File: src/rtl/link_pause_pkg.sv
// Package: shared types for the link pause transmit gate.
// Assumes nothing beyond IEEE 1800-2017 enum support.
package link_pause_pkg;

    // Control states: free running, waiting for end of frame, paused.
    typedef enum logic [1:0] {
        ST_RUN      = 2'd0,
        ST_WAIT_EOF = 2'd1,
        ST_PAUSED   = 2'd2
    } pause_state_e;

endpackage

File: src/rtl/link_pause_timer.sv
// Module: pause quanta countdown timer.
// Loads a quanta value on request and decrements by one when told to.
// Assumes the controller never asks for a decrement at a count of zero.
module link_pause_timer #(
    parameter int QW = 16
) (
    input  logic          clk,
    input  logic          rst_n,
    input  logic          load,
    input  logic [QW-1:0] load_val,
    input  logic          dec,
    output logic          last,
    output logic [QW-1:0] count
);

    localparam logic [QW-1:0] ONE = QW'(1);

    // Counter register: a load has priority over a decrement.
    always_ff @(posedge clk) begin
        if (!rst_n) begin
            count <= '0;
        end else if (load) begin
            count <= load_val;
        end else if (dec) begin
            count <= count - ONE;
        end
    end

    // One step remains before expiry.
    assign last = (count == ONE);

    // with neither load nor decrement, the count keeps its value.
    p_hold_r4: assert property (@(posedge clk) disable iff (!rst_n)
        (!load && !dec) |=> $stable(count));

    // a decrement is never requested on an empty timer.
    p_no_underflow_r5: assert property (@(posedge clk) disable iff (!rst_n)
        dec |-> (count != '0));

endmodule

File: src/rtl/link_pause_fsm.sv
// Module: pause state controller.
// Decides when the transmitter enters and leaves the pause state.
// Assumes pause_req is a single-cycle strobe and that tx_busy stays high
// for the whole of a frame that is in flight.
module link_pause_fsm
    import link_pause_pkg::*;
#(
    parameter int QW = 16
) (
    input  logic          clk,
    input  logic          rst_n,
    input  logic          pause_req,
    input  logic [QW-1:0] pause_quanta,
    input  logic          tx_busy,
    input  logic          quanta_tick,
    input  logic          timer_last,
    output pause_state_e  state,
    output logic          timer_load,
    output logic          timer_dec
);

    pause_state_e nxt;
    logic         q_nz;

    assign q_nz = (pause_quanta != '0);

    // Next-state selection from the current state and the inputs.
    always_comb begin
        nxt = state;
        unique case (state)
            ST_RUN: begin
                if (pause_req && q_nz) begin
                    nxt = tx_busy ? ST_WAIT_EOF : ST_PAUSED;
                end
            end
            ST_WAIT_EOF: begin
                if (pause_req && !q_nz) begin
                    nxt = ST_RUN;
                end else if (!tx_busy) begin
                    nxt = ST_PAUSED;
                end
            end
            ST_PAUSED: begin
                if (pause_req) begin
                    nxt = q_nz ? ST_PAUSED : ST_RUN;
                end else if (quanta_tick && timer_last) begin
                    nxt = ST_RUN;
                end
            end
            default: nxt = ST_RUN;
        endcase
    end

    // State register.
    always_ff @(posedge clk) begin
        if (!rst_n) begin
            state <= ST_RUN;
        end else begin
            state <= nxt;
        end
    end

    // Timer controls: every request loads; ticks count only while paused.
    assign timer_load = pause_req;
    assign timer_dec  = (state == ST_PAUSED) && quanta_tick && !pause_req;

    // an idle transmitter pauses right away.
    p_idle_pause_r2: assert property (@(posedge clk) disable iff (!rst_n)
        (state == ST_RUN && pause_req && q_nz && !tx_busy) |=> (state == ST_PAUSED));

    // a busy transmitter first finishes its frame.
    p_busy_wait_r3: assert property (@(posedge clk) disable iff (!rst_n)
        (state == ST_RUN && pause_req && q_nz && tx_busy) |=> (state == ST_WAIT_EOF));

    // the pause ends on the tick that empties the timer.
    p_expire_r5: assert property (@(posedge clk) disable iff (!rst_n)
        (state == ST_PAUSED && !pause_req && quanta_tick && timer_last) |=> (state == ST_RUN));

    // quanta zero ends a running pause.
    p_zero_stop_r7: assert property (@(posedge clk) disable iff (!rst_n)
        (state == ST_PAUSED && pause_req && !q_nz) |=> (state == ST_RUN));

    // quanta zero cancels a pending pause.
    p_cancel_r8: assert property (@(posedge clk) disable iff (!rst_n)
        (state == ST_WAIT_EOF && pause_req && !q_nz) |=> (state == ST_RUN));

    // quanta zero while running changes nothing.
    p_zero_idle_r9: assert property (@(posedge clk) disable iff (!rst_n)
        (state == ST_RUN && pause_req && !q_nz) |=> (state == ST_RUN));

endmodule

File: src/rtl/link_pause_gate.sv
// Module: link pause transmit gate (top).
// Holds the transmit FIFO read gate closed for the requested number of
// pause quanta. The pause starts only after any frame in flight completes.
// Assumes quanta_tick is a single-cycle pulse per quantum.
module link_pause_gate
    import link_pause_pkg::*;
#(
    parameter int QW = 16
) (
    input  logic          clk,
    input  logic          rst_n,
    input  logic          pause_req,
    input  logic [QW-1:0] pause_quanta,
    input  logic          tx_busy,
    input  logic          quanta_tick,
    output logic          tx_rd_allow,
    output logic          pause_status
);

    pause_state_e  state;
    logic          t_load;
    logic          t_dec;
    logic          t_last;
    logic [QW-1:0] t_count;

    link_pause_fsm #(.QW(QW)) u_fsm (
        .clk          (clk),
        .rst_n        (rst_n),
        .pause_req    (pause_req),
        .pause_quanta (pause_quanta),
        .tx_busy      (tx_busy),
        .quanta_tick  (quanta_tick),
        .timer_last   (t_last),
        .state        (state),
        .timer_load   (t_load),
        .timer_dec    (t_dec)
    );

    link_pause_timer #(.QW(QW)) u_timer (
        .clk      (clk),
        .rst_n    (rst_n),
        .load     (t_load),
        .load_val (pause_quanta),
        .dec      (t_dec),
        .last     (t_last),
        .count    (t_count)
    );

    // Output decode: status is the pause state itself, the gate is its inverse.
    assign pause_status = (state == ST_PAUSED);
    assign tx_rd_allow  = !pause_status;

    // a request while paused always lands the new quanta in the timer.
    p_reload_r10: assert property (@(posedge clk) disable iff (!rst_n)
        (state == ST_PAUSED && pause_req && pause_quanta != '0)
            |=> (t_count == $past(pause_quanta)));

    // the timer holds its value while waiting for the frame to end.
    p_wait_hold_r4: assert property (@(posedge clk) disable iff (!rst_n)
        (state == ST_WAIT_EOF && !pause_req) |=> $stable(t_count));

endmodule

File: config.mk
export PLATFORM = sky130hd
export DESIGN_NAME = link_pause_gate
export DESIGN_NICKNAME = d
export VERILOG_FILES = /design/src/rtl/link_pause_pkg.sv /design/src/rtl/link_pause_timer.sv /design/src/rtl/link_pause_fsm.sv /design/src/rtl/link_pause_gate.sv
export SDC_FILE = /design/constraint.sdc
export NUM_CORES = 1
export LEC_CHECK = 0
export BUFFER_PORTS_ARGS = -buffer_cell sky130_fd_sc_hd__buf_4
export CAP_MARGIN = 20
export CORE_ASPECT_RATIO = 0.7
export CORE_UTILIZATION = 40
export DETAILED_ROUTE_END_ITERATION = 16
export GPL_ROUTABILITY_DRIVEN = 0
export PLACE_DENSITY = 0.59
export SYNTH_ARGS = -nofsm -noshare
export SYNTH_HDL_FRONTEND = slang
export SYNTH_SLANG_ARGS = --single-unit
File: constraint.sdc
create_clock -name clk -period 4.3 [get_ports clk]
set_clock_uncertainty 0.15 [all_clocks]
set_input_delay 0.43 -clock clk [delete_from_list [all_inputs] [get_ports clk]]
set_output_delay 0.43 -clock clk [all_outputs]
set_load 0.03 [all_outputs]
## Word-level counts from Yosys, hierarchy flattened

Index checks and enable logic that the tools add are counted.

- Equality and inequality tests: 6
- Reductions and logical operators: 12
- Mux-type cells: 10
- $add $sub $neg: 1

Operators by type and width:

| operator | count |
|---|---|
| $mux W16 | 2 |
| $eq A16 B1 Y1 const B | 1 |
| $reduce_bool A16 Y1 | 1 |
| $sub A16 B1 Y16 const B | 1 |
| $mux W2 | 7 |
| $ne A3 B2 Y1 const B | 2 |
| $pmux W2 S3 | 1 |
| $logic_and A1 B1 Y1 | 5 |
| $logic_not A1 Y1 | 3 |
| $reduce_and A3 Y1 | 1 |
| $eq A2 B1 Y1 const B | 1 |
| $eq A2 B2 Y1 const B | 1 |
| $logic_not A2 Y1 | 1 |
| $ne A2 B1 Y1 const B | 1 |
| $reduce_bool A2 Y1 | 1 |

- Word-level logic and storage cells: 31
- Bits in registers: 18
- Output and inout bits: 2
- Input port bits: 21

## Logic depth before layout (Yosys ltp)

- Word-level depth: 5
- Depth in mapped cells: 6
- Depth with buffers taken out: 6

## By module

From an unflattened synthesis, not the netlist that was laid out.

- Cell total of the unflattened synthesis: 119
- Area total of the unflattened synthesis: 1027.2 um^2

Modules (own cells, without submodules):

| module | area each (um^2) | cells an instance | instances |
|---|---|---|---|
| link_pause_timer | 849.6 | 98 | 1 |
| link_pause_fsm | 165.2 | 19 | 1 |
| link_pause_gate | 12.5 | 2 | 1 |

## Worst setup path before layout

Ideal clock, no wire load.

- Path type: register -> register
- Start: reg u_timer.count[2]
- End: reg u_timer.count[11]
- Path buffers: 1
- Library setup time: 0.074 ns
- Setup slack: 2.093 ns
- Data arrival time: 1.983 ns
- Stages on the path, launching flop included: 6
- Cells stage by stage: dfxtp_1 -> or4_4 -> buf_6 -> or3_4 -> or4_1 -> a31oi_1

- Word-level cells in the longest chain between the ends: 3

RTL lines:

| what | line | RTL |
|---|---|---|
| start: declaration | link_pause_timer.sv:13 | `output logic [QW-1:0] count` |
| start signal: assignment | link_pause_timer.sv:23 | `count <= load_val;` |
| start signal: assignment | link_pause_timer.sv:25 | `count <= count - ONE;` |
| $sub A16 B1 Y16 | link_pause_timer.sv:25 |  |
| $mux W16 | link_pause_timer.sv:24 | `end else if (dec) begin` |
| $mux W16 | link_pause_timer.sv:22 | `end else if (load) begin` |

Every way passes these cells. The select of a mux whose other input is x is not followed.
A chain may end at the register's enable or synchronous reset.

## Worst setup path in the final report

Ends and elaborated chain as after synthesis.

==> summary.md <==
| Metric | Value |
|---|---|
| Total power draw | 0.426 mW |
| Launching point of the worst reg2reg path | u_timer.count[2] |
| Area grow syn2layout | 21.1% |
| Highest net fanout along the worst path | 10 |
| Synth Area in Compound Gates | 21.8% |
| P_leak | 0.480 nW |
| # Post-CTS Setup Buffers | 0 |
| Placed Area | 1240 um2 |
| Yosys warning total | 0 |
| IO Pins | 23 |
| Starting Density | 42.9% |
| Tmin final | 2250 ps |
| Slowest-stage cell, CP | or4_4 |
| Fillers | 246 |
| Routed wire length | 2.52 mm |
| Post-synth cell types | 37 |
| CP delay by family, top | simple AND/OR/NAND/NOR gates |
| TritonCTS clock tree | done |
| Hold Fails Final Rpt | 0 |
| Design area | 1290 um2 |
| Multi-input logic area | 657 um2 |
| Main combinational cell family by area after synthesis | simple AND/OR/NAND/NOR gates |
| Clock buffer depth | 2 |
| Hold Path Sink | u_timer.count[9] |
| WP data arrival | 2280 ps |
| Top cell type's share of synthesized area | 33.7% |
| Critical Path RT | 4330 ps |
| Die Width | 63.8 um |
| Status | finished, final reports clean |
| H-tree levels | 1 |
| Fin worst setup slack | 2050 ps |
| Slew @ Worst Pin | 662 ps |
| Post-cts resize count | 0 |
| HP Start | pause_quanta[9] |
| Ant diodes | 0 |
| Initial antenna violation count | 0 |
| TritonCTS Buffers | 3 |
| Hold buffer count at CTS | 0 |
| Max-cap violations | 0 |
| Pwr Density | 329 nW/um2 |
| Final slew viol count | 0 |
| Fin nets | 172 |
| Remaining antenna violation count | 0 |
| Vias in the first global route | 802 |
| Setup_tns | 0 ps |
| Number of port buffers | 22 |
| Hpwl dp | 1.84 mm |
| # DRC | 0 |
| Post-synthesis mux area share | 0% |
| Global-route wire length before repair | 3.83 mm |
| Peak supply drop | 0.173 mV |
| Post-synth ARST share | 0% |
| Crit share post-route | 52.4% |
| Largest net degree at the start of global routing | 28 |
| Crit path depth | 4 |
| Synthesized instance count | 130 |
| Final setup vio count | 0 |
| Post-synthesis xor/xnor area fraction | 9.82% |
| Initial DRC Count | 22 |
| Reg clk slew, reported paths | 70 ps |
| Total buffers and inverters traversed by the critical path | 0 |
| GRT Overall Usage | 18.4% |
| DR pass1 iterations | 5 |
| Area leader, netlist | dfxtp_1 |
| Number of synthesized register bits | 18 |
| Synthesized area | 1070 um2 |
| Max_slew headroom | 55.6% |
| Clk sink count | 18 |
| Via Count | 1009 |
| CP endpoint kind | flop |
| Proportion of layout cells with a drive suffix above 1 | 21.6% |
| Ys flop type | dfxtp_1 |
| Fmax | 0.444 GHz |
| Placed cell count | 178 |
| CP Class | reg -> reg |
| Crit-path cells | or4_4 -> or3_4 -> or4_1 -> a31oi_1 |
| Hold WC Path Type | in -> reg |
| Syn Nets | 153 |
| Core Box Area | 2500 um2 |
| R2R Path End | u_timer.count[11] |
| Adder-Cell Fraction of Synth Area | 2.34% |
| Hold path cells | 3 |
| Place WS | 2050 ps |
| Post-synth EDFFs | 0 |
| Reg2Reg Setup Slack | 2050 ps |
| Synth top area cells | dfxtp_1, xnor2_1, o21ai_0 |
| Overflow after GRT | 0 |
| Crit path launch type | flop |
| Reg area | 360 um2 |
| Post-synthesis simple-gate area fraction | 27.5% |
| RSZ-0062 raised after global routing | no |
| Synth Area per Inst | 8.23 um2 |
| CTS root buffer | clkbuf_8 |
| Full die area | 2890 um2 |
| Reg2reg path depth | 4 |
| Seq/Total Area, Yosys | 33.7% |
| Std cell rows | 15 |
| Via density | 5.54 |
| Clock latency on the worst-skew pair | 260 ps |
| Wire per inst | 13.8 um |
| CP max stage delay | 620 ps |
| Layout Cells excl Fill | 182 |
| Vert. Die Dim | 45.3 um |
==> worst max path at each step <==
| stage | from | end | slack, ps |
|---|---|---|---|
| 2_1_floorplan | u_timer.count[2] | u_timer.count[11] | 2090 |
| 3_3_place_gp | u_timer.count[2] | u_timer.count[11] | 2100 |
| 3_5_place_dp | u_timer.count[2] | u_timer.count[11] | 2050 |
| 4_1_cts | u_timer.count[2] | u_timer.count[11] | 2050 |
| 5_1_grt | u_timer.count[2] | u_timer.count[11] | 2000 |
| 6_report | u_timer.count[2] | u_timer.count[11] | 2050 |
==> kinds of logic (layout without fill, tap and decap cells) <==
group | count (synthesis) | in the layout
adder cells (fa/ha/maj) | 2 | 2
AO/OA/AOI/OAI | 40 | 40
AND/OR/NAND/NOR | 46 | 46
flip-flops | 18 | 18
buffers and inverters | 12 | 30
XOR/XNOR | 12 | 12
==> sequential cells by signal, summed over array words and instances (netlist names) <==
name,count
u_timer.count,16
u_fsm.state,2
==> worst min-delay path, cell delays in order <==
cell,delay (ps)
buf_4,80
o21ai_0,60
a21oi_1,100
==> metrics by stage <==
step | util (%) | hold WS, ps
2_1_floorplan | - | 320
5_1_grt | 51.9 | 317
6_report | 51.9 | 311
3_5_place_dp | 49.7 | 350
4_1_cts | 51.9 | 305
3_3_place_gp | 49.7 | 341
==> cell usage after synthesis, types with 2 or more instances <==
cell type / number
a21oi_1: 12
a31oi_1: 3
and2_1: 2
clkbuf_1: 6
dfxtp_1: 18
ha_1: 2
inv_1: 3
nand2_1: 5
nand2b_1: 2
nand3b_1: 2
nor2_1: 2
nor2b_1: 2
nor3_1: 4
nor4_1: 9
o211a_1: 2
o211ai_1: 2
o21ai_0: 17
or2_2: 2
or3_1: 4
or4_1: 4
xnor2_1: 10
xor2_1: 2
==> cells in the final DEF (no fill, tap or decap), types with 3 or more instances in the layout <==
| master | instances |
|---|---|
| buf_4 | 22 |
| dfxtp_1 | 18 |
| o21ai_0 | 17 |
| a21oi_1 | 12 |
| xnor2_1 | 10 |
| nor4_1 | 9 |
| nand2_1 | 5 |
| nor3_1 | 4 |
| or4_1 | 4 |
| or3_1 | 4 |
| clkbuf_8 | 4 |
| inv_1 | 3 |
| a31oi_1 | 3 |
==> metal layers <==
layer,global-route usage [%],wire (um),vias up
met4,5.45,23,0
met1,25.0,1270,468
met3,5.30,125,5
met5,0,0,-
li1,-,-,519
met2,28.5,1090,17
==> area by class of cell <==
type	instances	area share (%)
Clock buffer	4	4.25
Inverter	4	1.16
Multi-Input combinational cell	100	50.7
Sequential cell	18	27.8
Tap cell	34	3.29
Timing Repair Buffer	22	12.8
==> power breakdown <==
group          total, mW  internal (mW)  switching, mW
sequential         0.193          0.180         0.0135
clock              0.139         0.0814         0.0576
combinational     0.0938         0.0448         0.0490
Note: power is estimated with default switching activity, not from simulation.
